==> src/rtl/muldiv_pkg.sv <==
`timescale 1ns/1ps
// Shared definitions for the multiply/divide unit.
// Assumes a three-bit register code on the write port.
package muldiv_pkg;
    typedef enum logic [2:0] {
        SEL_MUL_A  = 3'd0,
        SEL_MUL_B  = 3'd1,
        SEL_DVD_LO = 3'd2,
        SEL_DVD_HI = 3'd3,
        SEL_DVS    = 3'd4
    } reg_sel_e;

    typedef enum logic {
        OP_MUL = 1'b0,
        OP_DIV = 1'b1
    } op_kind_e;
endpackage

==> src/rtl/muldiv_regs.sv <==
`timescale 1ns/1ps
// Operand register file and trigger decode.
// Holds the first multiplicand (reset 0xFF) and the dividend (reset 0xFFFF).
// The trigger registers carry no state of their own: their data goes
// straight to the engines as a go strobe.
module muldiv_regs
    import muldiv_pkg::*;
#(
    parameter int OP_W = 8
) (
    input  logic              clk,
    input  logic              rst_n,
    input  logic              wr_en,
    input  logic [2:0]        wr_sel,
    input  logic [OP_W-1:0]   wr_data,
    output logic [OP_W-1:0]   mcand_a,
    output logic [2*OP_W-1:0] dividend,
    output logic              mul_go,
    output logic              div_go
);
    // Decode the two trigger codes.
    assign mul_go = wr_en && (wr_sel == SEL_MUL_B);
    assign div_go = wr_en && (wr_sel == SEL_DVS);

    // Store the operand bytes; unknown codes are dropped.
    always_ff @(posedge clk) begin
        if (!rst_n) begin
            mcand_a  <= '1;
            dividend <= '1;
        end else if (wr_en) begin
            case (wr_sel)
                SEL_MUL_A:  mcand_a               <= wr_data;
                SEL_DVD_LO: dividend[OP_W-1:0]    <= wr_data;
                SEL_DVD_HI: dividend[2*OP_W-1:OP_W] <= wr_data;
                default: ;
            endcase
        end
    end
endmodule

==> src/rtl/muldiv_seq.sv <==
`timescale 1ns/1ps
// Step sequencer: counts the iterations of the running operation.
// A new go always wins over a step, which aborts the running operation.
// finish pulses during the cycle whose edge performs the last step.
module muldiv_seq
    import muldiv_pkg::*;
#(
    parameter int OP_W = 8
) (
    input  logic     clk,
    input  logic     rst_n,
    input  logic     mul_go,
    input  logic     div_go,
    output logic     busy,
    output logic     step_en,
    output logic     finish,
    output op_kind_e kind
);
    localparam int MUL_LAT = OP_W;
    localparam int DIV_LAT = 2 * OP_W;
    localparam int CW      = $clog2(DIV_LAT + 1);

    logic [CW-1:0] cnt;
    logic          go;

    assign go      = mul_go || div_go;
    assign step_en = busy && !go;
    assign finish  = step_en && (cnt == CW'(1));

    // Load the latency on go, count down one step per cycle.
    always_ff @(posedge clk) begin
        if (!rst_n) begin
            cnt  <= '0;
            busy <= 1'b0;
            kind <= OP_MUL;
        end else if (go) begin
            cnt  <= div_go ? CW'(DIV_LAT) : CW'(MUL_LAT);
            busy <= 1'b1;
            kind <= div_go ? OP_DIV : OP_MUL;
        end else if (step_en) begin
            cnt <= cnt - CW'(1);
            if (cnt == CW'(1)) busy <= 1'b0;
        end
    end
endmodule

==> src/rtl/muldiv_mul_engine.sv <==
`timescale 1ns/1ps
// Shift-and-add multiplier, one multiplier bit per step.
// Assumes load and step are never active together.
// prod_next is the accumulator value after the current step.
module muldiv_mul_engine #(
    parameter int OP_W = 8
) (
    input  logic              clk,
    input  logic              rst_n,
    input  logic              load,
    input  logic              step,
    input  logic [OP_W-1:0]   op_a,
    input  logic [OP_W-1:0]   op_b,
    output logic [2*OP_W-1:0] prod_next
);
    logic [2*OP_W-1:0] acc;
    logic [2*OP_W-1:0] mcand;
    logic [OP_W-1:0]   mplier;

    // Add the shifted multiplicand when the current multiplier bit is set.
    assign prod_next = acc + (mplier[0] ? mcand : '0);

    // Capture operands on load, advance one bit on step.
    always_ff @(posedge clk) begin
        if (!rst_n) begin
            acc    <= '0;
            mcand  <= '0;
            mplier <= '0;
        end else if (load) begin
            acc    <= '0;
            mcand  <= {{OP_W{1'b0}}, op_a};
            mplier <= op_b;
        end else if (step) begin
            acc    <= prod_next;
            mcand  <= mcand << 1;
            mplier <= mplier >> 1;
        end
    end
endmodule

==> src/rtl/muldiv_div_engine.sv <==
`timescale 1ns/1ps
// Restoring divider, one quotient bit per step, MSB first.
// Valid for a non-zero divisor only; the top level overrides the zero case.
// Outputs show the quotient and remainder after the current step.
module muldiv_div_engine #(
    parameter int OP_W = 8
) (
    input  logic              clk,
    input  logic              rst_n,
    input  logic              load,
    input  logic              step,
    input  logic [2*OP_W-1:0] dividend,
    input  logic [OP_W-1:0]   divisor,
    output logic [2*OP_W-1:0] quot_next,
    output logic [OP_W-1:0]   rem_next
);
    logic [OP_W-1:0]   rem;
    logic [2*OP_W-1:0] q;
    logic [OP_W-1:0]   dvs;
    logic [OP_W:0]     trial;
    logic [OP_W-1:0]   diff;
    logic              fits;

    // Trial subtract of the divisor from the partial remainder.
    always_comb begin
        trial     = {rem, q[2*OP_W-1]};
        fits      = trial >= {1'b0, dvs};
        diff      = trial[OP_W-1:0] - dvs;
        rem_next  = fits ? diff : trial[OP_W-1:0];
        quot_next = {q[2*OP_W-2:0], fits};
    end

    // Capture operands on load, produce one quotient bit on step.
    always_ff @(posedge clk) begin
        if (!rst_n) begin
            rem <= '0;
            q   <= '0;
            dvs <= '0;
        end else if (load) begin
            rem <= '0;
            q   <= dividend;
            dvs <= divisor;
        end else if (step) begin
            rem <= rem_next;
            q   <= quot_next;
        end
    end
endmodule

==> src/rtl/muldiv_unit.sv <==
`timescale 1ns/1ps
// Top of the sequential unsigned multiply/divide unit.
// The write port loads operands. Codes 1 and 4 start a multiply or a divide.
// The result registers load only when an operation completes.
module muldiv_unit
    import muldiv_pkg::*;
#(
    parameter int OP_W = 8
) (
    input  logic              clk,
    input  logic              rst_n,
    input  logic              wr_en,
    input  logic [2:0]        wr_sel,
    input  logic [OP_W-1:0]   wr_data,
    output logic              busy,
    output logic [2*OP_W-1:0] quotient,
    output logic [2*OP_W-1:0] prod_rem
);
    logic [OP_W-1:0]   mcand_a;
    logic [2*OP_W-1:0] dividend;
    logic              mul_go, div_go, step_en, finish;
    op_kind_e          kind;
    logic [2*OP_W-1:0] prod_next, quot_next;
    logic [OP_W-1:0]   rem_next;
    logic              dz_q;
    logic [2*OP_W-1:0] dvd_snap;

    muldiv_regs #(.OP_W(OP_W)) u_regs (
        .clk(clk), .rst_n(rst_n), .wr_en(wr_en), .wr_sel(wr_sel),
        .wr_data(wr_data), .mcand_a(mcand_a), .dividend(dividend),
        .mul_go(mul_go), .div_go(div_go)
    );

    muldiv_seq #(.OP_W(OP_W)) u_seq (
        .clk(clk), .rst_n(rst_n), .mul_go(mul_go), .div_go(div_go),
        .busy(busy), .step_en(step_en), .finish(finish), .kind(kind)
    );

    muldiv_mul_engine #(.OP_W(OP_W)) u_mul (
        .clk(clk), .rst_n(rst_n), .load(mul_go),
        .step(step_en && (kind == OP_MUL)),
        .op_a(mcand_a), .op_b(wr_data), .prod_next(prod_next)
    );

    muldiv_div_engine #(.OP_W(OP_W)) u_div (
        .clk(clk), .rst_n(rst_n), .load(div_go),
        .step(step_en && (kind == OP_DIV)),
        .dividend(dividend), .divisor(wr_data),
        .quot_next(quot_next), .rem_next(rem_next)
    );

    // Remember the zero-divisor case and the dividend it must return.
    always_ff @(posedge clk) begin
        if (!rst_n) begin
            dz_q     <= 1'b0;
            dvd_snap <= '0;
        end else if (div_go) begin
            dz_q     <= (wr_data == '0);
            dvd_snap <= dividend;
        end
    end

    // Load the visible results at the completing edge only.
    always_ff @(posedge clk) begin
        if (!rst_n) begin
            quotient <= '0;
            prod_rem <= '0;
        end else if (finish) begin
            if (kind == OP_MUL) begin
                prod_rem <= prod_next;
            end else if (dz_q) begin
                quotient <= '1;
                prod_rem <= dvd_snap;
            end else begin
                quotient <= quot_next;
                prod_rem <= {{OP_W{1'b0}}, rem_next};
            end
        end
    end
endmodule

==> config.mk <==
export PLATFORM = sky130hd
export DESIGN_NAME = muldiv_unit
export DESIGN_NICKNAME = d
export VERILOG_FILES = /design/src/rtl/muldiv_pkg.sv /design/src/rtl/muldiv_regs.sv /design/src/rtl/muldiv_seq.sv /design/src/rtl/muldiv_mul_engine.sv /design/src/rtl/muldiv_div_engine.sv /design/src/rtl/muldiv_unit.sv
export SDC_FILE = /design/constraint.sdc
export NUM_CORES = 1
export LEC_CHECK = 0
export CAP_MARGIN = 20
export CELL_PAD_IN_SITES_DETAIL_PLACEMENT = 2
export CELL_PAD_IN_SITES_GLOBAL_PLACEMENT = 2
export CORE_MARGIN = 3
export CORE_UTILIZATION = 38
export CTS_CLUSTER_DIAMETER = 50
export DETAILED_ROUTE_END_ITERATION = 6
export GPL_ROUTABILITY_DRIVEN = 0
export GPL_TIMING_DRIVEN = 0
export PLACE_DENSITY = 0.92
export SLEW_MARGIN = 20
export SYNTH_ARGS = -nofsm -noshare
export SYNTH_HDL_FRONTEND = slang
export SYNTH_SLANG_ARGS = --single-unit
==> constraint.sdc <==
create_clock -name clk -period 9.1 [get_ports clk]
set_clock_uncertainty 0.15 [all_clocks]
set_input_delay 1.82 -clock clk [delete_from_list [all_inputs] [get_ports clk]]
set_output_delay 1.82 -clock clk [all_outputs]
set_load 0.005 [all_outputs]
==> impl_metrics.toml, run 1 <==
[floorplan]
die_area_sq_mm = 0.0207
core_sq_mm = 0.0183
die_h_um = 144
rows = 49
ios = 47
die_w_um = 144
start_util_pct = 39.4

[synth]
synth.avg_cell_area_sq_um = 7.89
synth_edf_count = 0
ys_ff_latch = 152
synth_nets = 957
syn_area_sq_mm = 0.00723
ys_types = 62
async_flop_share_pct = 0
synthCells = 916
synthFlopType = "dfxtp_1"
yosys_warnings = 0
yosysSeqAreaShare_pct = 42.1

[critical_path]
start_kind = "input pin"
critPathArrivalTime_ns = 4.64
crit_chain = "clkdlybuf4s50_1 -> xor2_1 -> nand2_1 -> and3_1 -> clkbuf_1 -> clkbuf_1 -> nand2_1 -> o21ai_0"
path_buf_inv = 3
path_max_fanout = 10
critPathSlowestCell = "clkbuf_1"
max_stage_delay_ns = 0.56
cp.required_ns = 9.32
endpoint_kind = "flop"
critical_path.top_delay_family = "buffers and inverters"
crit_type = "input pin to flop"

[cells_and_area]
design_area_sq_mm = 0.00854
layout_common_cells = "nand2_1, dfxtp_1, a21oi_1, nand3_1, clkbuf_1"
drive_gt1_share_pct = 5.45
area_delta_synth_final_pct = 18.2
fillers = 2033
final_common_cell = "nand2_1"
final_nets = 1020
num_antenna_cells = 0

[place]
placed_area_sq_mm = 0.00796
portBuffers = 44
hpwl_um = 20100

[detailed_routing]
avgRoutedWirePerCell_um = 24.6
num_vias = 7318
drt-initial-drc-count = 477
first_pass_iters = 7
postRouteAntennaNets = 0
avgViaCountPerCell = 6.00
routed_wl_um = 30000
drc = 0

[clock_network]
cts_max_level = 4
holdBufCountCts = 0
cts_buffers = 17
cts.sinks = 152
clk_latency_ns = 0.45
cts_buffer_depth = 2
post_cts_buffers = 0
clk_pin_slew_worst_paths_ns = 0.07
ctsResizeCount = 0
root_buffer = "clkbuf_16"
tritoncts = "yes"

[global_routing]
track_usage_pct = 29.8
grt_remaining_overflow = 0
grt_pass1_wl_um = 46900
antenna_found_initial = 0
grt_pass1_vias = 8009
grt_max_degree = 17

[pwr]
ir_drop_v = 0.000152
p_per_area_mw_per_mm2 = 181
power.leakage_uw = 0.00320

[sta]
worst_hold_slack_ns = 0.306
slew_headroom_pct = 39.7
tightestPinTransition_ns = 0.898
fmax_mhz = 227
hold_viol_final = 0
rsz0062_at_grt = "no"
finalCritPeriodShare_pct = 48.5
period_needed_ns = 4.41
setup_viol = 0
fin_setup_tns_ns = 0
maxSlewViolCount = 0

[run]
drv_cap = 0

[outcome]
status = "completed"

[hold_path]
worstHoldPathType = "flop to flop"
report_power, final:
| part | switching, uW | total (uW) | internal (uW) | leakage [uW] |
|---|---|---|---|---|
| registers | 13.8 | 695 | 681 | 0.00123 |
| logic | 85.9 | 123 | 36.9 | 0.00169 |
| clock network | 317 | 729 | 412 | 0.000275 |
tightest hold or removal path, delay by kind of cell (launching register included):
| family | cells | cell delay, ns |
|---|---|---|
| flops | 1 | 0.31 |
| buf+inv | 1 | 0.05 |
| compound gates | 1 | 0.05 |
cells by family after synthesis:
family,after synthesis,synth area share [%]
AND/OR/NAND/NOR,377,23.4
buffers and inverters,90,4.79
AO/OA/AOI/OAI,243,21.1
multiplexers,9,1.35
adder cells (fa/ha/maj),27,4.88
XOR/XNOR,18,2.37
flip-flops,152,42.1
final cells by class:
type / instances / area (sq um) / share of cell area (%)
multi-input combinational: 674 / 3840 / 44.9
clock inverter: 13 / 148 / 1.73
tap: 229 / 287 / 3.35
timing repair buffer: 44 / 440 / 5.16
inverter: 33 / 124 / 1.45
buffer: 57 / 223 / 2.61
clock buffer: 18 / 439 / 5.14
sequential: 152 / 3040 / 35.6
path summary, 6_finish.rpt:
path	startpoint	end	slack [ns]	cells past startpoint
max	wr_sel[2]	u_mul.acc[9]$_SDFFE_PP0P_	4.69	8
max reg2reg	u_mul.mplier[0]$_SDFFE_PN0P_	prod_rem[12]$_SDFFE_PN0P_	5.43	11
min	quotient[13]$_SDFFE_PN0P_	quotient[13]$_SDFFE_PN0P_	0.31	2
min reg2reg	quotient[13]$_SDFFE_PN0P_	quotient[13]$_SDFFE_PN0P_	0.31	2
routing by layer:
layer | routed length (um) | GRT usage [%] | part of all wire (%)
met3 | 1540 | 5.39 | 5.1
met1 | 12900 | 38.5 | 43
met4 | 1030 | 12.2 | 3.4
met2 | 14500 | 49.2 | 48
met5 | 0 | 0 | 0
state kept, by name, indices dropped and copies added, names as in the netlist, 16 cells and up:
signal and cells:
prod_rem 16, u_div.q 16, u_regs.dividend 16, quotient 16
dvd_snap 16, u_mul.mcand 16, u_mul.acc 16
per-stage QoR:
stage                     setup slack (ns)  power [uW]  utilization, %  cells
after floorplan                       5.51         774               -    916
after global placement                4.48         816            43.4   1189
after detailed placement              4.34         823            43.4   1189
after CTS                             4.74        1550            46.6   1220
after global routing                  4.50        1600            46.6   1220
final                                 4.69        1550            46.6   1220
cell usage after synthesis, types with 3 or more instances:
master | count | area (sq um)
nand2_1 | 210 | 788
dfxtp_1 | 152 | 3040
a21oi_1 | 94 | 470
nand3_1 | 48 | 240
clkbuf_1 | 47 | 176
o21ai_0 | 37 | 185
inv_1 | 33 | 124
nor2_1 | 31 | 116
nor3_1 | 29 | 145
a211oi_1 | 25 | 188
ha_1 | 25 | 313
a31oi_1 | 18 | 113
and2_1 | 18 | 113
a22oi_1 | 14 | 105
a21boi_0 | 10 | 75.1
xnor2_1 | 9 | 78.8
xor2_1 | 8 | 70.1
buf_2 | 7 | 35.0
nor2b_1 | 7 | 43.8
and3_1 | 6 | 37.5
mux2i_1 | 6 | 60.1
o211ai_1 | 6 | 45.0
o21a_1 | 6 | 45.0
nand4_1 | 5 | 31.3
nor4_1 | 4 | 25.0
a21o_1 | 3 | 22.5
a221oi_1 | 3 | 26.3
buf_1 | 3 | 11.3
nand2b_1 | 3 | 18.8
nand3b_1 | 3 | 22.5
o22ai_1 | 3 | 18.8
o31a_1 | 3 | 26.3
Note: power is estimated with default switching activity, not from simulation.
==> run 2: changes to the inputs <==
CORE_UTILIZATION = 32   (was 38)
PLACE_DENSITY = 0.83   (was 0.92)
clock period = 3.7 ns   (was 9.1 ns; I/O delays follow)
==> impl_metrics.toml, run 2 (synthesis results as in run 1) <==
[sta]
fmax_mhz = 288
maxSlewViolCount = 0
fin_setup_tns_ns = 0
period_needed_ns = 3.47
tightestPinTransition_ns = 0.914
finalCritPeriodShare_pct = 93.9
slew_headroom_pct = 38.6
hold_viol_final = 0
setup_viol = 0
rsz0062_at_grt = "no"

[floorplan]
rows = 54
core_sq_mm = 0.0220
ios = 47
die_w_um = 156
start_util_pct = 32.8
die_h_um = 156
die_area_sq_mm = 0.0244

[critical_path]
crit_type = "flop to flop"
cp.required_ns = 3.91
critPathSlowestCell = "or4b_2"
crit_chain = "clkbuf_2 -> and2_1 -> ha_1 -> clkbuf_1 -> a21o_2 -> a31o_2 -> o21ai_0 -> a21oi_1 -> or4b_2 -> nand2_1"
path_max_fanout = 10
endpoint_kind = "flop"
start_kind = "flop"
cp-endpoint = "u_mul.acc[15]$_SDFFE_PP0P_"
critPathArrivalTime_ns = 3.69
rrSetupSlack_ns = 0.23
max_stage_delay_ns = 0.67
worstRegToRegCells = 10
startpoint = "u_mul.mplier[0]$_SDFFE_PN0P_"
reg2reg_to = "u_mul.acc[15]$_SDFFE_PP0P_"
rr_startpoint = "u_mul.mplier[0]$_SDFFE_PN0P_"

[detailed_routing]
first_pass_iters = 5
drc = 0
routed_wl_um = 26900
avgViaCountPerCell = 5.51
num_vias = 6998
postRouteAntennaNets = 0
drt-initial-drc-count = 360
avgRoutedWirePerCell_um = 21.1

[cells_and_area]
drive_gt1_share_pct = 5.45
fillers = 2561
area_delta_synth_final_pct = 19.0
final_common_cell = "nand2_1"
final_nets = 1020
num_antenna_cells = 0
layout_common_cells = "nand2_1, dfxtp_1, a21oi_1, nand3_1, clkbuf_1"

[clock_network]
post_cts_buffers = 0
cts_buffers = 17
root_buffer = "clkbuf_16"
cts.sinks = 152
clk_pin_slew_worst_paths_ns = 0.06
clk_latency_ns = 0.43
tritoncts = "yes"
holdBufCountCts = 0
cts_max_level = 4
cts_buffer_depth = 2
ctsResizeCount = 0

[hold_path]
worstHoldPathType = "flop to flop"

[outcome]
status = "completed"

[place]
hpwl_um = 20100
portBuffers = 44

[global_routing]
grt_pass1_vias = 7597
antenna_found_initial = 0
grt_max_degree = 17
grt_pass1_wl_um = 42900
track_usage_pct = 22.5
grt_remaining_overflow = 0

[run]
drv_cap = 0

[pwr]
power.leakage_uw = 0.00319
ir_drop_v = 0.000253
p_total_uw = 3740
p_per_area_mw_per_mm2 = 435
==> run 2: worst max-delay path: cells and delay by family (launching register included) <==
kind	cells	cell delay [ns]
compound gates	4	1.00
buf+inv	2	0.52
flops	1	0.57
fa+ha+maj	1	0.23
simple gates	3	0.95
==> run 2: power by group <==
part	total, uW	switching [uW]	leakage [uW]	internal, uW
clock network	1750	725	0.000270	1020
logic	285	195	0.00169	90.1
registers	1710	31.0	0.00123	1680
total	3740	951	0.00319	2790
==> run 2: cell type report <==
cell class	instances	area (sq um)	area share (%)
sequential	152	3040	35.4
clock buffer	20	457	5.31
tap	280	350	4.07
clock inverter	11	125	1.45
inverter	33	124	1.44
buffer	57	224	2.60
timing repair buffer	44	440	5.12
multi-input combinational	674	3840	44.6
==> run 2: layer usage <==
metal  wire length (um)  up-vias  share of wire [%]  track usage, %
li1                   -     3323                  -               -
met1              12300     3495                 46            29.5
met2              12800      143                 48            38.1
met3               1220       37                4.6            4.51
met4                503        0                1.9            5.67
met5                  0        -                  0               0
==> run 2: per-stage QoR <==
stage | cell area [sq um] | worst slack (ns) | hold slack (ns) | std cells | util, %
6_report | 8600 | 0.225 | 0.308 | 1271 | 39.1
5_1_grt | 8600 | 0.0249 | 0.333 | 1271 | 39.1
4_1_cts | 8600 | 0.132 | 0.311 | 1271 | 39.1
3_5_place_dp | 8020 | 0.0729 | 0.302 | 1240 | 36.4
3_3_place_gp | 8020 | 0.142 | 0.290 | 1240 | 36.4
2_1_floorplan | 7230 | 0.780 | 0.282 | 916 | -
==> run 2: how the worst min path moves through the flow <==
stage / from / end / slack (ns) / cells past startpoint
after detailed placement: quotient[4]$_SDFFE_PN0P_ / quotient[4]$_SDFFE_PN0P_ / 0.30 / 2
after floorplan: dvd_snap[15]$_SDFFE_PN0P_ / dvd_snap[15]$_SDFFE_PN0P_ / 0.28 / 2
final: quotient[4]$_SDFFE_PN0P_ / quotient[4]$_SDFFE_PN0P_ / 0.31 / 2
after CTS: quotient[4]$_SDFFE_PN0P_ / quotient[4]$_SDFFE_PN0P_ / 0.31 / 2
after global routing: u_mul.acc[4]$_SDFFE_PP0P_ / u_mul.acc[4]$_SDFFE_PP0P_ / 0.33 / 2
after global placement: dvd_snap[15]$_SDFFE_PN0P_ / dvd_snap[15]$_SDFFE_PN0P_ / 0.29 / 2
==> run 3: changes to the inputs <==
CELL_PAD_IN_SITES_DETAIL_PLACEMENT = 1   (was 2)
==> impl_metrics.toml, run 3 (synthesis results as in run 1) <==
[place]
portBuffers = 44
hpwl_um = 18100
place_ws_ns = 0.136
dp_cells = 1240

[sta]
fin_setup_tns_ns = 0
setup_viol = 0
maxSlewViolCount = 0
tightestPinTransition_ns = 0.919
slew_headroom_pct = 38.2
rsz0062_at_grt = "no"
fmax_mhz = 295
finalCritPeriodShare_pct = 91.6
period_needed_ns = 3.39
setup_ws_ns = 0.311
hold_viol_final = 0

[clock_network]
cts.sinks = 152
clk_pin_slew_worst_paths_ns = 0.07
clk_latency_ns = 0.43
ctsResizeCount = 0
post_cts_buffers = 0
cts_max_level = 4
cts_buffers = 17
cts_buffer_depth = 2
root_buffer = "clkbuf_16"
holdBufCountCts = 0
tritoncts = "yes"

[floorplan]
start_util_pct = 32.8
ios = 47
die_h_um = 156
die_w_um = 156
core_sq_mm = 0.0220
rows = 54
die_area_sq_mm = 0.0244

[detailed_routing]
routed_wl_um = 24200
drt-initial-drc-count = 421
postRouteAntennaNets = 0
first_pass_iters = 5
avgViaCountPerCell = 5.31
avgRoutedWirePerCell_um = 19.0
drc = 0
num_vias = 6756

[global_routing]
grt_pass1_vias = 6800
grt_pass1_wl_um = 38400
grt_remaining_overflow = 0
grt_max_degree = 17
antenna_found_initial = 0
track_usage_pct = 20.2

[outcome]
status = "completed"

[cells_and_area]
instances_no_fill = 1272
layout_common_cells = "nand2_1, dfxtp_1, a21oi_1, clkbuf_1, nand3_1"
final_common_cell = "nand2_1"
final_nets = 1020
num_antenna_cells = 0
area_delta_synth_final_pct = 20.0
drive_gt1_share_pct = 5.44

[hold_path]
min_to = "dvd_snap[15]$_SDFFE_PN0P_"
holdPathStages = 2
min_from = "dvd_snap[15]$_SDFFE_PN0P_"
worstHoldPathType = "flop to flop"

[critical_path]
rr_startpoint = "u_mul.mplier[0]$_SDFFE_PN0P_"
path_max_fanout = 10
reg2reg_to = "prod_rem[12]$_SDFFE_PN0P_"
crit_type = "flop to flop"
worstRegToRegCells = 11
endpoint_kind = "flop"
critPathArrivalTime_ns = 3.57
rrSetupSlack_ns = 0.31
start_kind = "flop"
cp.required_ns = 3.88

[run]
drv_cap = 0

[pwr]
power.leakage_uw = 0.00324
p_total_uw = 3960
p_per_area_mw_per_mm2 = 456
ir_drop_v = 0.000229
## run 3: changes by cell type in the layout (fill, tap and decap cells not counted)
cell | previous run | this run
clkbuf_2 | 1 | 0
clkinv_2 | 2 | 1
clkinvlp_4 | 5 | 1
clkbuf_8 | 2 | 1
bufinv_16 | 2 | 5
inv_6 | 0 | 4
clkbuf_1 | 47 | 48
## run 3: layer usage
metal | vias up | share of wire [%] | track usage [%]
met4 | 0 | 1.9 | 5.92
met2 | 137 | 45 | 31.9
li1 | 3327 | - | -
met3 | 24 | 3.7 | 3.13
met1 | 3268 | 49 | 28.6
met5 | - | 0 | 0
## run 3: where the power goes
group          total [uW]  internal [uW]  switching (uW)  leakage, uW
combinational         276           89.8             186      0.00169
sequential           1700           1680            29.0      0.00123
clock                1980           1230             754     0.000319
total                3960           2990             970      0.00324
## run 3: worst max-delay path by stage
stage	startpoint	end	slack, ns	cells past startpoint
final	u_mul.mplier[0]$_SDFFE_PN0P_	prod_rem[12]$_SDFFE_PN0P_	0.31	11
after detailed placement	wr_sel[2]	u_mul.acc[14]$_SDFFE_PP0P_	0.14	8
after global routing	u_mul.mplier[0]$_SDFFE_PN0P_	u_mul.acc[15]$_SDFFE_PP0P_	0.03	10
after global placement	wr_sel[2]	u_mul.acc[11]$_SDFFE_PP0P_	0.14	8
after floorplan	u_mul.mplier[0]$_SDFFE_PN0P_	prod_rem[12]$_SDFFE_PN0P_	0.78	11
after CTS	u_mul.mplier[0]$_SDFFE_PN0P_	prod_rem[12]$_SDFFE_PN0P_	0.30	11
## run 3: metrics by stage
step                hold WS, ns  cell area, sq um  util [%]
floorplan                 0.282              7230         -
global placement          0.290              8020      36.4
detailed placement        0.297              8020      36.4
CTS                       0.306              8680      39.4
global route              0.323              8680      39.4
finish                    0.307              8680      39.4
## run 3: final cells by class
cell class,count,area (sq um)
Inverter,33,124
Fill cell,2684,13300
Tap cell,280,350
Clock inverter,13,215
Timing Repair Buffer,44,440
Buffer,57,223
Multi-Input combinational cell,674,3840
Sequential cell,152,3040
Clock buffer,19,443
## run 3: critical path: stages (launching register included)
cell and delay, ns:
dfxtp_1 0.42, clkbuf_1 0.27, and2_1 0.20, ha_1 0.19, inv_1 0.08, fa_1 0.26
nor2b_4 0.06, o31a_4 0.31, o41a_1 0.45, o31a_1 0.35, mux2_4 0.31, a311oi_1 0.26
